==> config.mk <==
export PLATFORM = sky130hd
export DESIGN_NAME = flash_ers_ctrl
export DESIGN_NICKNAME = d
export VERILOG_FILES = /design/src/rtl/flash_ers_pkg.sv /design/src/rtl/flash_ers_regs.sv /design/src/rtl/flash_ers_seq.sv /design/src/rtl/flash_ers_rdgate.sv /design/src/rtl/flash_ers_ctrl.sv
export SDC_FILE = /design/constraint.sdc
export NUM_CORES = 1
export LEC_CHECK = 0
export ABC_AREA = 1
export ABC_CLOCK_PERIOD_IN_PS = 2900
export BUFFER_PORTS_ARGS = -buffer_cell sky130_fd_sc_hd__buf_4
export CAP_MARGIN = 30
export CORE_MARGIN = 2
export CORE_UTILIZATION = 50
export DETAILED_ROUTE_END_ITERATION = 8
export HOLD_SLACK_MARGIN = 0.03
export PLACE_DENSITY = 0.87
export SYNTH_ARGS = -nofsm -noshare
export SYNTH_HDL_FRONTEND = slang
export SYNTH_HIERARCHICAL = 1
export SYNTH_SLANG_ARGS = --single-unit
==> constraint.sdc <==
create_clock -name clk -period 2.9 [get_ports clk]
set_input_delay 0.58 -clock clk [delete_from_list [all_inputs] [get_ports clk]]
set_output_delay 0.58 -clock clk [all_outputs]
set_load 0.01 [all_outputs]
==> src/rtl/flash_ers_pkg.sv <==
package flash_ers_pkg;

    typedef enum logic [1:0] {
        ST_IDLE       = 2'd0,
        ST_RUN        = 2'd1,
        ST_SUSPENDING = 2'd2,
        ST_HALTED     = 2'd3
    } ers_state_e;

    localparam int BIT_HV    = 0;
    localparam int BIT_PAUSE = 1;
    localparam int BIT_ERASE = 2;
    localparam int BIT_PROG  = 3;
    localparam int BIT_DONE  = 10;
    localparam int WR_W      = BIT_PROG + 1;
    localparam int RD_W      = BIT_DONE + 1;

endpackage

==> src/rtl/flash_ers_regs.sv <==
module flash_ers_regs
    import flash_ers_pkg::*;
#(
    parameter int NSECT = 8
) (
    input  logic             clk,
    input  logic             rst_n,
    input  logic             cfg_we,
    input  logic [WR_W-1:0]  cfg_wdata,
    input  logic [NSECT-1:0] erase_sel,
    input  ers_state_e       state,
    input  logic             fin,
    input  logic             pause_done,
    output logic             start_req,
    output logic             pause_req,
    output logic             resume_req,
    output logic [RD_W-1:0]  cfg_rdata,
    output logic [NSECT-1:0] mask
);

    logic hv_q, pa_q, er_q, pg_q, done_q;
    logic w_hv, w_pa, w_er, w_pg;

    always_comb begin
        w_hv = cfg_wdata[BIT_HV];
        w_pa = cfg_wdata[BIT_PAUSE];
        w_er = cfg_wdata[BIT_ERASE];
        w_pg = cfg_wdata[BIT_PROG];
        start_req  = cfg_we && (state == ST_IDLE) && w_hv && w_er && !w_pg && !w_pa;
        pause_req  = cfg_we && (state == ST_RUN) && w_hv && w_er && !w_pg && w_pa;
        resume_req = cfg_we && (state == ST_HALTED) && !w_pa && hv_q;
        cfg_rdata  = '0;
        cfg_rdata[BIT_HV]    = hv_q;
        cfg_rdata[BIT_PAUSE] = pa_q;
        cfg_rdata[BIT_ERASE] = er_q;
        cfg_rdata[BIT_PROG]  = pg_q;
        cfg_rdata[BIT_DONE]  = done_q;
    end

    always_ff @(posedge clk or negedge rst_n) begin
        if (!rst_n) begin
            hv_q   <= 1'b0;
            pa_q   <= 1'b0;
            er_q   <= 1'b0;
            pg_q   <= 1'b0;
            done_q <= 1'b0;
            mask   <= '0;
        end else begin
            if (cfg_we && state == ST_IDLE) begin
                hv_q <= w_hv;
                er_q <= w_er;
                pg_q <= w_pg;
            end
            if (start_req) begin
                done_q <= 1'b0;
                mask   <= erase_sel;
            end
            if (pause_req) begin
                pa_q   <= 1'b1;
                done_q <= 1'b0;
            end
            if (cfg_we && state == ST_HALTED) begin
                if (w_pa) begin
                    hv_q <= w_hv;
                end else if (hv_q) begin
                    hv_q   <= w_hv;
                    pa_q   <= 1'b0;
                    done_q <= 1'b0;
                end
            end
            if (fin || pause_done) done_q <= 1'b1;
        end
    end


    pause_set_chk: assert property (@(posedge clk) disable iff (!rst_n)
        $rose(pa_q) |-> ($past(state) == ST_RUN));


    resume_clr_chk: assert property (@(posedge clk) disable iff (!rst_n)
        $fell(pa_q) |-> ($past(state) == ST_HALTED && $past(hv_q)));


    start_done_chk: assert property (@(posedge clk) disable iff (!rst_n)
        start_req |=> !done_q);

endmodule

==> src/rtl/flash_ers_seq.sv <==
module flash_ers_seq
    import flash_ers_pkg::*;
#(
    parameter int SEG_LEN  = 6,
    parameter int NSEG     = 4,
    parameter int SUSP_LAT = 5
) (
    input  logic       clk,
    input  logic       rst_n,
    input  logic       start_req,
    input  logic       pause_req,
    input  logic       resume_req,
    output ers_state_e state,
    output logic       fin,
    output logic       pause_done
);

    localparam int PW  = (SEG_LEN  > 1) ? $clog2(SEG_LEN)  : 1;
    localparam int SGW = (NSEG     > 1) ? $clog2(NSEG)     : 1;
    localparam int LW  = (SUSP_LAT > 1) ? $clog2(SUSP_LAT) : 1;

    ers_state_e     nxt;
    logic [PW-1:0]  pos;
    logic [SGW-1:0] seg;
    logic [LW-1:0]  lat;
    logic           last_step;

    assign last_step = (seg == SGW'(NSEG - 1)) && (pos == PW'(SEG_LEN - 1));

    always_comb begin
        nxt        = state;
        fin        = 1'b0;
        pause_done = 1'b0;
        unique case (state)
            ST_IDLE:       if (start_req) nxt = ST_RUN;
            ST_RUN: begin
                if (pause_req) nxt = ST_SUSPENDING;
                else if (last_step) begin
                    nxt = ST_IDLE;
                    fin = 1'b1;
                end
            end
            ST_SUSPENDING: if (lat == LW'(SUSP_LAT - 1)) begin
                nxt        = ST_HALTED;
                pause_done = 1'b1;
            end
            ST_HALTED:     if (resume_req) nxt = ST_RUN;
        endcase
    end

    always_ff @(posedge clk or negedge rst_n) begin
        if (!rst_n) begin
            state <= ST_IDLE;
            pos   <= '0;
            seg   <= '0;
            lat   <= '0;
        end else begin
            state <= nxt;
            if (start_req) begin
                pos <= '0;
                seg <= '0;
            end else if (resume_req) begin
                pos <= '0;
            end else if (state == ST_RUN && !pause_req && !last_step) begin
                if (pos == PW'(SEG_LEN - 1)) begin
                    pos <= '0;
                    seg <= seg + 1'b1;
                end else begin
                    pos <= pos + 1'b1;
                end
            end
            if (pause_req) lat <= '0;
            else if (state == ST_SUSPENDING) lat <= lat + 1'b1;
        end
    end

    int lat_watch;
    always_ff @(posedge clk or negedge rst_n) begin
        if (!rst_n) lat_watch <= 0;
        else if (state == ST_SUSPENDING) lat_watch <= lat_watch + 1;
        else lat_watch <= 0;
    end


    susp_bound_chk: assert property (@(posedge clk) disable iff (!rst_n)
        (state == ST_SUSPENDING) |-> (lat_watch < SUSP_LAT));


    resume_ckpt_chk: assert property (@(posedge clk) disable iff (!rst_n)
        resume_req |=> (pos == '0 && $stable(seg) && state == ST_RUN));


    last_pause_chk: assert property (@(posedge clk) disable iff (!rst_n)
        (state == ST_RUN && pause_req) |=> (state == ST_SUSPENDING));

endmodule

==> src/rtl/flash_ers_rdgate.sv <==
module flash_ers_rdgate #(
    parameter int NSECT = 8,
    parameter int DW    = 32,
    parameter int SECW  = 3
) (
    input  logic             clk,
    input  logic             rst_n,
    input  logic             rd_req,
    input  logic [SECW-1:0]  rd_sector,
    input  logic [DW-1:0]    arr_rdata,
    input  logic             busy,
    input  logic             halted,
    input  logic [NSECT-1:0] mask,
    output logic             rd_ack,
    output logic [DW-1:0]    rd_data,
    output logic             rd_poison,
    output logic             rd_busy_err
);

    logic hit;
    assign hit = halted && mask[rd_sector];

    always_ff @(posedge clk or negedge rst_n) begin
        if (!rst_n) begin
            rd_ack      <= 1'b0;
            rd_data     <= '0;
            rd_poison   <= 1'b0;
            rd_busy_err <= 1'b0;
        end else begin
            rd_ack      <= rd_req;
            rd_busy_err <= rd_req && busy;
            rd_poison   <= rd_req && hit;
            rd_data     <= (rd_req && !busy && !hit) ? arr_rdata : '0;
        end
    end


    rd_busy_chk: assert property (@(posedge clk) disable iff (!rst_n)
        (rd_req && busy) |=> (rd_busy_err && !rd_poison && rd_data == '0));


    rd_poison_chk: assert property (@(posedge clk) disable iff (!rst_n)
        rd_poison |-> ($past(halted) && rd_data == '0));

endmodule

==> src/rtl/flash_ers_ctrl.sv <==
module flash_ers_ctrl
    import flash_ers_pkg::*;
#(
    parameter int NSECT    = 8,
    parameter int DW       = 32,
    parameter int SEG_LEN  = 6,
    parameter int NSEG     = 4,
    parameter int SUSP_LAT = 5,
    localparam int SECW    = (NSECT > 1) ? $clog2(NSECT) : 1
) (
    input  logic             clk,
    input  logic             rst_n,
    input  logic             cfg_we,
    input  logic [WR_W-1:0]  cfg_wdata,
    output logic [RD_W-1:0]  cfg_rdata,
    input  logic [NSECT-1:0] erase_sel,
    input  logic             rd_req,
    input  logic [SECW-1:0]  rd_sector,
    input  logic [DW-1:0]    arr_rdata,
    output logic             rd_ack,
    output logic [DW-1:0]    rd_data,
    output logic             rd_poison,
    output logic             rd_busy_err
);

    ers_state_e       state;
    logic             start_req, pause_req, resume_req, fin, pause_done;
    logic [NSECT-1:0] mask;
    logic             busy, halted;

    assign busy   = (state == ST_RUN) || (state == ST_SUSPENDING);
    assign halted = (state == ST_HALTED);

    flash_ers_regs #(.NSECT(NSECT)) u_regs (
        .clk(clk), .rst_n(rst_n), .cfg_we(cfg_we), .cfg_wdata(cfg_wdata),
        .erase_sel(erase_sel), .state(state), .fin(fin), .pause_done(pause_done),
        .start_req(start_req), .pause_req(pause_req), .resume_req(resume_req),
        .cfg_rdata(cfg_rdata), .mask(mask)
    );

    flash_ers_seq #(.SEG_LEN(SEG_LEN), .NSEG(NSEG), .SUSP_LAT(SUSP_LAT)) u_seq (
        .clk(clk), .rst_n(rst_n), .start_req(start_req), .pause_req(pause_req),
        .resume_req(resume_req), .state(state), .fin(fin), .pause_done(pause_done)
    );

    flash_ers_rdgate #(.NSECT(NSECT), .DW(DW), .SECW(SECW)) u_rd (
        .clk(clk), .rst_n(rst_n), .rd_req(rd_req), .rd_sector(rd_sector),
        .arr_rdata(arr_rdata), .busy(busy), .halted(halted), .mask(mask),
        .rd_ack(rd_ack), .rd_data(rd_data), .rd_poison(rd_poison),
        .rd_busy_err(rd_busy_err)
    );


    busy_done_low_chk: assert property (@(posedge clk) disable iff (!rst_n)
        busy |-> !cfg_rdata[BIT_DONE]);

endmodule

==> results.py, run 1 <==
metrics = {
    "power": {
        "p_leak_nw": 2.11,
        "power_frac_comb_pct": 30.7,
        "p_total_w": 0.00277,
        "power_density_nw_per_um2": 774,
        "ir_drop_mv": 0.423,
        "seqPwrFrac_pct": 42.0,
        "power.switching_w": 0.000938,
        "clkPwrFrac_pct": 27.3,
        "internal-power_w": 0.00183,
        "swShare_pct": 33.9,
    },
    "critical_path": {
        "r2r-start": "u_seq/state[1]",
        "cp_max_fo": 13,
        "rr_worst_depth": 12,
        "end_kind": "flop",
        "startpoint": "u_seq/state[1]",
        "r2r_setup_slack_ns": 1.04,
        "cp-start-kind": "flop",
        "cp.arrival_ns": 2.07,
        "rr_endpoint": "u_seq/state[1]",
        "worstSetupPathType": "reg2reg",
        "cp.required_ns": 3.11,
    },
    "place": {
        "dp_hpwl_um": 4250,
        "place_inst": 461,
        "dpl_worst_slack_ns": 0.971,
        "port_buffers": 90,
        "gp_congestion": 0.845,
    },
    "timing": {
        "skew_ns": 0.00937,
        "slew_viol_final": 0,
        "setup_viol": 0,
        "timing.hold.ws_ns": 0.313,
        "finalHoldViolCount": 0,
        "layout_min_cycle_time_ns": 1.86,
        "worstMarginPinSlew_ns": 0.713,
        "fmax_mhz": 539,
        "fin_crit_sh_pct": 64.0,
        "setup_tns_ns": 0,
        "maxSlewHeadroom_pct": 52.4,
        "rsz0062_at_grt": "no",
        "setup_slack_ns": 1.04,
    },
    "clock_network": {
        "ctsHoldBuffers": 0,
        "clockBufferDepth": 2,
        "cts_setup_buffers": 0,
        "cts_sinks": 58,
        "clk_latency_ns": 0.33,
        "h-tree-depth": 3,
        "numCtsBuffers": 9,
        "path_clk_slew_ns": 0.06,
        "cts_resized": 0,
        "cts-root-buf": "clkbuf_8",
        "cts_tree": "yes",
    },
    "drt": {
        "ant_nets": 0,
        "routedWlPerCell_um": 12.1,
        "drtIter0Drc": 149,
        "routed-via-count": 2212,
        "firstDrtPassIters": 4,
        "via_per_inst": 4.64,
        "drc_errors": 0,
        "wl_um": 5760,
    },
    "finish": {
        "regArea_um2": 1450,
        "final_cells": 477,
        "fillers": 384,
        "fin_nets": 461,
        "multi_input_area_um2": 906,
        "diodes": 0,
        "area_delta_synth_final_pct": 31.8,
        "drive_gt1_share_pct": 32.2,
    },
    "yosys": {
        "synth_warnings": 6,
        "async_reset_ff_share_pct": 100,
        "post_synth_inst_count": 310,
        "synth_flop_cell": "dfrtp_1",
        "seq_area_frac_synth_pct": 53.5,
        "yosys.cell_types.count": 28,
        "synth-edff-count": 0,
        "syn_area_um2": 2720,
        "synth_seq_cells": 58,
        "synth_area_per_cell_um2": 8.76,
    },
    "floorplan": {
        "die_area_um2": 6040,
        "die_h_um": 77.7,
        "num_io_pins": 97,
        "dieWidth_um": 77.7,
        "core_um2": 5170,
        "initial_core_util_pct": 52.5,
        "rows": 26,
    },
    "global_route": {
        "grt_max_degree": 59,
        "grt_pass1_wl_um": 9790,
        "grt_pass1_vias": 2321,
        "gr-total-overflow": 0,
        "antenna_found_initial": 0,
        "grt_util_all_layers_pct": 20.6,
    },
    "run_status": {
        "status": "finished clean",
    },
    "job": {
        "maxCapViolCount": 0,
    },
    "hold_path": {
        "min-delay-path-class": "in2async",
    },
}
-- worst max path at each step --
stage / endpoint / slack (ns) / depth (start not counted)
finish: u_seq/state[1] / 1.04 / 12
global route: u_seq/state[1] / 0.84 / 12
CTS: u_seq/state[1] / 1.07 / 12
detailed placement: u_seq/state[1] / 0.97 / 11
global placement: u_seq/state[1] / 1.06 / 11
floorplan: u_seq/state[1] / 1.27 / 11
-- layer usage --
metal / vias up / global-route usage [%] / share of wire [%]
li1: 1088 / - / -
met1: 1025 / 23.4 / 38
met2: 85 / 34.5 / 50
met3: 14 / 8.02 / 9.5
met4: 0 / 8.39 / 2.0
met5: - / 0 / 0
-- power groups by stage --
stage	Combinational (W)	Clock (W)	Sequential, W
6_report	0.000850	0.000755	0.00116
2_1_floorplan	0.000555	0	0.00118
3_3_place_gp	0.000821	0	0.00117
4_1_cts	0.000857	0.000767	0.00116
3_5_place_dp	0.000851	0	0.00118
5_1_grt	0.000970	0.000803	0.00119
-- area by class of cell --
| class | instances | share of cell area, % |
|---|---|---|
| Sequential cell | 58 | 40.6 |
| Multi-Input combinational cell | 176 | 25.3 |
| Timing Repair Buffer | 90 | 18.9 |
| Inverter | 67 | 7.03 |
| Clock buffer | 12 | 4.34 |
| Tap cell | 70 | 2.45 |
| Clock inverter | 4 | 1.40 |
-- placed cells by master, fill, tap and decap left out, types with 2 or more instances in the layout --
| cell | instances |
|---|---|
| ha_1 | 8 |
| nand2_4 | 3 |
| nand3b_1 | 2 |
| clkbuf_8 | 11 |
| nor2_1 | 42 |
| clkinvlp_4 | 2 |
| conb_1 | 6 |
| nand2_2 | 2 |
| a21oi_1 | 4 |
| nor3_1 | 2 |
| nor2_2 | 12 |
| inv_1 | 64 |
| buf_4 | 90 |
| o21ai_0 | 11 |
| nand2_1 | 59 |
| nand4_1 | 3 |
| nand3_1 | 13 |
| inv_2 | 3 |
| dfrtp_1 | 58 |
-- critical path: stages, from the launching register on --
cell     delay, ns
dfrtp_1       0.47
inv_1         0.13
nand2_2       0.07
nor2_4        0.13
nand2_4       0.12
nor2_8        0.20
inv_1         0.08
nand2_1       0.06
nand2_1       0.05
a21oi_1       0.19
nand2_1       0.12
nand2_1       0.07
nand2_1       0.05
-- sequential cells by signal (all words and copies together) (netlist names), 2 cells and up --
name / cells
u_rd/rd_data: 32
u_regs/mask: 8
u_seq/lat: 3
u_seq/pos: 3
u_seq/seg: 2
u_seq/state: 2
-- per-stage QoR --
| stage | instance area (um2) | util, % |
|---|---|---|
| CTS | 3580 | 69.2 |
| finish | 3580 | 69.2 |
| detailed placement | 3370 | 65.2 |
| floorplan | 2730 | - |
| global placement | 3370 | 65.2 |
| global route | 3580 | 69.2 |
-- cell usage after synthesis, types with 2 or more instances --
cell       n  area, um2
a21oi_1    4       20.0
buf_6      2       22.5
buf_4     11       82.6
nand4_1    3       18.8
nor2_1    42        158
nor2_2    12       75.1
o21ai_0   11       55.1
nand2_4    3       33.8
inv_1     64        240
nand3_1   13       65.1
inv_2      3       11.3
nand3b_1   2       15.0
ha_1       8        100
dfrtp_1   58       1450
nand2_2    2       12.5
nor3_1     2       10.0
nand2_1   59        221
-- cells by family after synthesis --
group | share of synthesized area, %
compound gates | 3.27
fa+ha+maj | 3.69
buf+inv | 13.9
flops | 53.5
other cells | 0.138
simple gates | 25.6
Power figures use the tool's default switching activity.
==> inputs of run 2 (changes only) <==
--- a/config.mk
+++ b/config.mk
@@ -6,14 +6,14 @@
 export NUM_CORES = 1
 export LEC_CHECK = 0
 export ABC_AREA = 1
-export ABC_CLOCK_PERIOD_IN_PS = 2900
+export ABC_CLOCK_PERIOD_IN_PS = 1860
 export BUFFER_PORTS_ARGS = -buffer_cell sky130_fd_sc_hd__buf_4
 export CAP_MARGIN = 30
 export CORE_MARGIN = 2
-export CORE_UTILIZATION = 50
+export CORE_UTILIZATION = 49
 export DETAILED_ROUTE_END_ITERATION = 8
 export HOLD_SLACK_MARGIN = 0.03
-export PLACE_DENSITY = 0.87
+export PLACE_DENSITY = 0.86
 export SYNTH_ARGS = -nofsm -noshare
 export SYNTH_HDL_FRONTEND = slang
 export SYNTH_HIERARCHICAL = 1
==> constraint.sdc (replaced) <==
create_clock -name clk -period 1.86 [get_ports clk]
set_input_delay 0.372 -clock clk [delete_from_list [all_inputs] [get_ports clk]]
set_output_delay 0.372 -clock clk [all_outputs]
set_load 0.01 [all_outputs]
==> results.py, run 2 (synthesized netlist as in run 1, its figures left out) <==
metrics = {
    "clock_network": {
        "ctsHoldBuffers": 0,
        "cts_tree": "yes",
        "cts_sinks": 58,
        "h-tree-depth": 3,
        "clk_latency_ns": 0.33,
        "cts-root-buf": "clkbuf_8",
        "path_clk_slew_ns": 0.07,
        "cts_resized": 0,
        "cts_setup_buffers": 0,
        "numCtsBuffers": 9,
        "clockBufferDepth": 2,
    },
    "floorplan": {
        "initial_core_util_pct": 49.9,
        "rows": 27,
        "die_h_um": 78.4,
        "die_area_um2": 6150,
        "dieWidth_um": 78.4,
        "num_io_pins": 97,
        "core_um2": 5440,
    },
    "finish": {
        "multi_input_area_um2": 910,
        "reg_top3": "u_rd/rd_data (32), u_regs/mask (8)",
        "largest_reg_flops": 32,
        "largest-register": "u_rd/rd_data",
        "drive_gt1_share_pct": 33.1,
        "area_delta_synth_final_pct": 31.8,
        "final_cell_mix": "buf_4 (91), inv_1 (64), nand2_1 (59)",
        "fin_nets": 462,
        "regArea_um2": 1450,
        "diodes": 0,
        "final_common_cell": "buf_4",
        "fillers": 446,
    },
    "drt": {
        "drtIter0Drc": 116,
        "drc_errors": 0,
        "ant_nets": 0,
        "routedWlPerCell_um": 11.7,
        "wl_um": 5600,
        "routed-via-count": 2167,
        "via_per_inst": 4.51,
        "firstDrtPassIters": 4,
    },
    "critical_path": {
        "r2r-start": "u_seq/state[1]",
        "end_kind": "flop",
        "cp_max_fo": 12,
        "cp.arrival_ns": 1.91,
        "worstSetupPathType": "reg2reg",
        "cp.required_ns": 2.13,
        "startpoint": "u_seq/state[1]",
        "cp-start-kind": "flop",
    },
    "global_route": {
        "grt_pass1_wl_um": 9250,
        "grt_pass1_vias": 2177,
        "gr-total-overflow": 0,
        "antenna_found_initial": 0,
        "grt_max_degree": 59,
        "grt_util_all_layers_pct": 19.6,
    },
    "timing": {
        "maxSlewHeadroom_pct": 52.3,
        "layout_min_cycle_time_ns": 1.65,
        "slew_viol_final": 0,
        "rsz0062_at_grt": "no",
        "worstMarginPinSlew_ns": 0.715,
        "setup_tns_ns": 0,
        "skew_ns": 0.00812,
        "timing.hold.ws_ns": 0.0977,
        "setup_viol": 0,
        "setup_slack_ns": 0.215,
        "fmax_mhz": 608,
        "finalHoldViolCount": 0,
        "fin_crit_sh_pct": 88.5,
    },
    "hold_path": {
        "min-delay-path-class": "in2async",
    },
    "place": {
        "dp_hpwl_um": 4100,
        "dpl_worst_slack_ns": 0.201,
        "gp_congestion": 0.755,
        "port_buffers": 90,
    },
    "run_status": {
        "status": "finished clean",
    },
    "job": {
        "maxCapViolCount": 0,
    },
    "power": {
        "ir_drop_mv": 0.762,
        "power_density_nw_per_um2": 1190,
        "p_leak_nw": 2.11,
        "p_total_w": 0.00426,
    },
}
## run 2: per-stage QoR
| stage | instances | util (%) | instance area (um2) |
|---|---|---|---|
| CTS | 480 | 65.7 | 3570 |
| detailed placement | 464 | 62.2 | 3380 |
| floorplan | 315 | - | 2730 |
| global route | 480 | 65.8 | 3580 |
| global placement | 464 | 62.2 | 3380 |
| finish | 480 | 65.8 | 3580 |
## run 2: critical path: stages, from the launching register on
cell and delay (ns):
dfrtp_1 0.46, inv_1 0.10, nand2_2 0.09, nor2_4 0.05, nand2_4 0.14, nor2_8 0.04, buf_4 0.18, nor2_1 0.24
nand2_1 0.11, nand2_1 0.08, nand2_1 0.04, nand2_1 0.06
## run 2: area by class of cell
class                      count  area share [%]
sequential                    58            40.6
clock inverter                 7            1.92
multi-input combinational    176            25.4
inverter                      67            7.03
clock buffer                   9            3.46
timing repair buffer          91            19.1
tap                           72            2.52
## run 2: power by group
part / switching (W) / leakage (nW) / internal [W] / total [W]
Clock: 0.000518 / 0.0954 / 0.000615 / 0.00113
Combinational: 0.000752 / 1.26 / 0.000576 / 0.00133
Sequential: 0.000205 / 0.751 / 0.00159 / 0.00180
Total: 0.00148 / 2.11 / 0.00278 / 0.00426
## run 2: routing by layer
layer	track usage (%)	wire (um)
met1	22.5	2200
met2	31.2	2740
met3	8.39	575
met4	10.0	84
met5	0	0
## run 2: final timing paths
kind / end / slack, ns / cells after the start
max in group asynchronous: u_seq/state[0] / 1.25 / 1
worst min register to register: u_regs/er_q / 0.48 / 2
worst min-delay path: u_rd/rd_data[27] / 0.1 / 1
min in group clk: u_rd/rd_ack / 0.18 / 1
worst max register to register: u_seq/pos[2] / 0.21 / 11
worst max-delay path: u_seq/pos[2] / 0.21 / 11
==> inputs of run 3 (changes only) <==
--- a/config.mk
+++ b/config.mk
@@ -6,14 +6,14 @@
 export NUM_CORES = 1
 export LEC_CHECK = 0
 export ABC_AREA = 1
-export ABC_CLOCK_PERIOD_IN_PS = 1860
+export ABC_CLOCK_PERIOD_IN_PS = 1500
 export BUFFER_PORTS_ARGS = -buffer_cell sky130_fd_sc_hd__buf_4
 export CAP_MARGIN = 30
 export CORE_MARGIN = 2
-export CORE_UTILIZATION = 49
+export CORE_UTILIZATION = 45
 export DETAILED_ROUTE_END_ITERATION = 8
 export HOLD_SLACK_MARGIN = 0.03
-export PLACE_DENSITY = 0.86
+export PLACE_DENSITY = 0.83
 export SYNTH_ARGS = -nofsm -noshare
 export SYNTH_HDL_FRONTEND = slang
 export SYNTH_HIERARCHICAL = 1
==> constraint.sdc (replaced) <==
create_clock -name clk -period 1.5 [get_ports clk]
set_input_delay 0.3 -clock clk [delete_from_list [all_inputs] [get_ports clk]]
set_output_delay 0.3 -clock clk [all_outputs]
set_load 0.01 [all_outputs]
==> results.py, run 3 (synthesized netlist as in run 1, its figures left out) <==
metrics = {
    "power": {
        "ir_drop_mv": 0.821,
        "p_leak_nw": 2.23,
        "power_density_nw_per_um2": 1480,
    },
    "timing": {
        "fmax_mhz": 646,
        "setup_slack_ns": -0.0479,
        "skew_ns": 0.00796,
        "layout_min_cycle_time_ns": 1.55,
        "setup_tns_ns": -0.102,
        "fin_crit_sh_pct": 103,
        "rsz0062_at_grt": "yes",
        "setup_viol": 3,
        "slew_viol_final": 0,
        "timing.hold.ws_ns": 0.0908,
        "finalHoldViolCount": 0,
    },
    "finish": {
        "largest_reg_flops": 32,
        "reg_top3": "u_rd/rd_data (32), u_regs/mask (8)",
        "area_delta_synth_final_pct": 43.8,
        "multi_input_area_um2": 1010,
        "final_cells": 504,
        "diodes": 0,
        "final_common_cell": "buf_4",
        "fillers": 446,
        "drive_gt1_share_pct": 42.2,
        "final_cell_mix": "buf_4 (107), dfrtp_1 (56), inv_1 (55)",
        "regArea_um2": 1450,
        "fin_nets": 484,
        "largest-register": "u_rd/rd_data",
    },
    "floorplan": {
        "core_um2": 5890,
        "dieWidth_um": 81.7,
        "rows": 28,
        "initial_core_util_pct": 46.1,
        "num_io_pins": 97,
        "die_area_um2": 6670,
        "die_h_um": 81.7,
    },
    "global_route": {
        "grt_util_all_layers_pct": 19.0,
        "antenna_found_initial": 0,
        "gr-total-overflow": 0,
        "grt_pass1_wl_um": 9530,
        "grt_max_degree": 31,
        "grt_pass1_vias": 2227,
    },
    "hold_path": {
        "min-delay-path-class": "in2reg",
    },
    "drt": {
        "ant_nets": 0,
        "firstDrtPassIters": 4,
        "drc_errors": 0,
        "wl_um": 6320,
        "routed-via-count": 2313,
        "drtIter0Drc": 155,
        "routedWlPerCell_um": 12.5,
        "via_per_inst": 4.59,
    },
    "critical_path": {
        "critPathTopFamily": "flip-flops",
        "worst_path_max_delay_cell": "dfrtp_2",
        "cp_max_fo": 4,
        "end_kind": "flop",
        "cp-start-kind": "flop",
        "cp.arrival_ns": 1.76,
        "cpPeakStageDelay_ns": 0.44,
        "path_buf_inv": 3,
        "crit_chain": "buf_4 > buf_6 > ha_4 > inv_2 > nor2_1 > or2_2 > o21bai_1",
        "worstSetupPathType": "reg2reg",
        "cp.required_ns": 1.72,
    },
    "place": {
        "dp_hpwl_um": 4260,
        "port_buffers": 90,
        "dpl_worst_slack_ns": -0.0539,
        "gp_congestion": 0.861,
        "place_inst": 475,
    },
    "clock_network": {
        "clockBufferDepth": 2,
        "cts_sinks": 58,
        "cts_tree": "yes",
        "numCtsBuffers": 9,
        "clk_latency_ns": 0.33,
        "h-tree-depth": 3,
        "path_clk_slew_ns": 0.07,
        "cts-root-buf": "clkbuf_8",
    },
    "job": {
        "maxCapViolCount": 0,
    },
    "run_status": {
        "violations": "negative setup slack",
        "status": "finished, violations left",
    },
}
## run 3: changes by cell type in the layout (fill, tap and decap cells not counted), sizes merged
cell | previous run | this run
nand2 | 64 | 66
inv | 68 | 67
bufinv | 1 | 2
clkbuf | 9 | 11
clkinv | 3 | 0
buf | 91 | 110
dlygate4sd3 | 0 | 1
## run 3: power by group
group / switching [W] / internal (W)
clock network: 0.000612 / 0.00102
registers: 0.000270 / 0.00198
logic: 0.00104 / 0.000858
total: 0.00192 / 0.00385
## run 3: per-stage QoR
step,cell area [um2],util (%),power (W)
6_report,3900,66.3,0.00577
5_1_grt,3900,66.3,0.00617
4_1_cts,3760,63.9,0.00561
3_5_place_dp,3460,58.8,0.00393
3_3_place_gp,3460,58.8,0.00383
2_1_floorplan,2740,-,0.00336
## run 3: timing repair
| action | in CTS | in global routing |
|---|---|---|
| endpoints found under the hold margin | 29 | 0 |
| setup buffers | 6 | 6 |
| cloned | 1 | 1 |
| pin swaps | 3 | 17 |
| gates resized for setup | 4 | 30 |
| setup endpoints to repair | 37 | 40 |
| hold buffers | 1 | 0 |
## run 3: path summary, 6_finish.rpt
| check | startpoint | endpoint | slack (ns) | cells past startpoint |
|---|---|---|---|---|
| setup reg to reg | u_seq/state[1] | u_regs/done_q | -0.05 | 7 |
| min in group asynchronous | rst_n | u_seq/lat[0] | 0.44 | 2 |
| setup / recovery | u_seq/state[1] | u_regs/done_q | -0.05 | 7 |
| hold reg to reg | u_regs/pg_q | u_regs/pg_q | 0.49 | 2 |
| hold / removal | rd_req | u_rd/rd_ack | 0.09 | 1 |
| max in group asynchronous | rst_n | u_seq/state[0] | 0.58 | 3 |
## run 3: layout make-up
class                   count  share of cell area [%]
clock inverters             4                    1.92
repair buffers            111                    22.1
clock buffers              11                    3.88
well taps                  75                    2.40
flip-flops and latches     58                    37.2
inverters                  67                    6.51
multi-input cells         178                    25.9
## run 3: metal layers
metal	track usage (%)	vias up	part of all wire, %
met5	0	-	0
met1	22.6	1064	38
li1	-	1140	-
met3	6.37	13	8.3
met4	8.83	0	1.8
met2	31.2	96	52
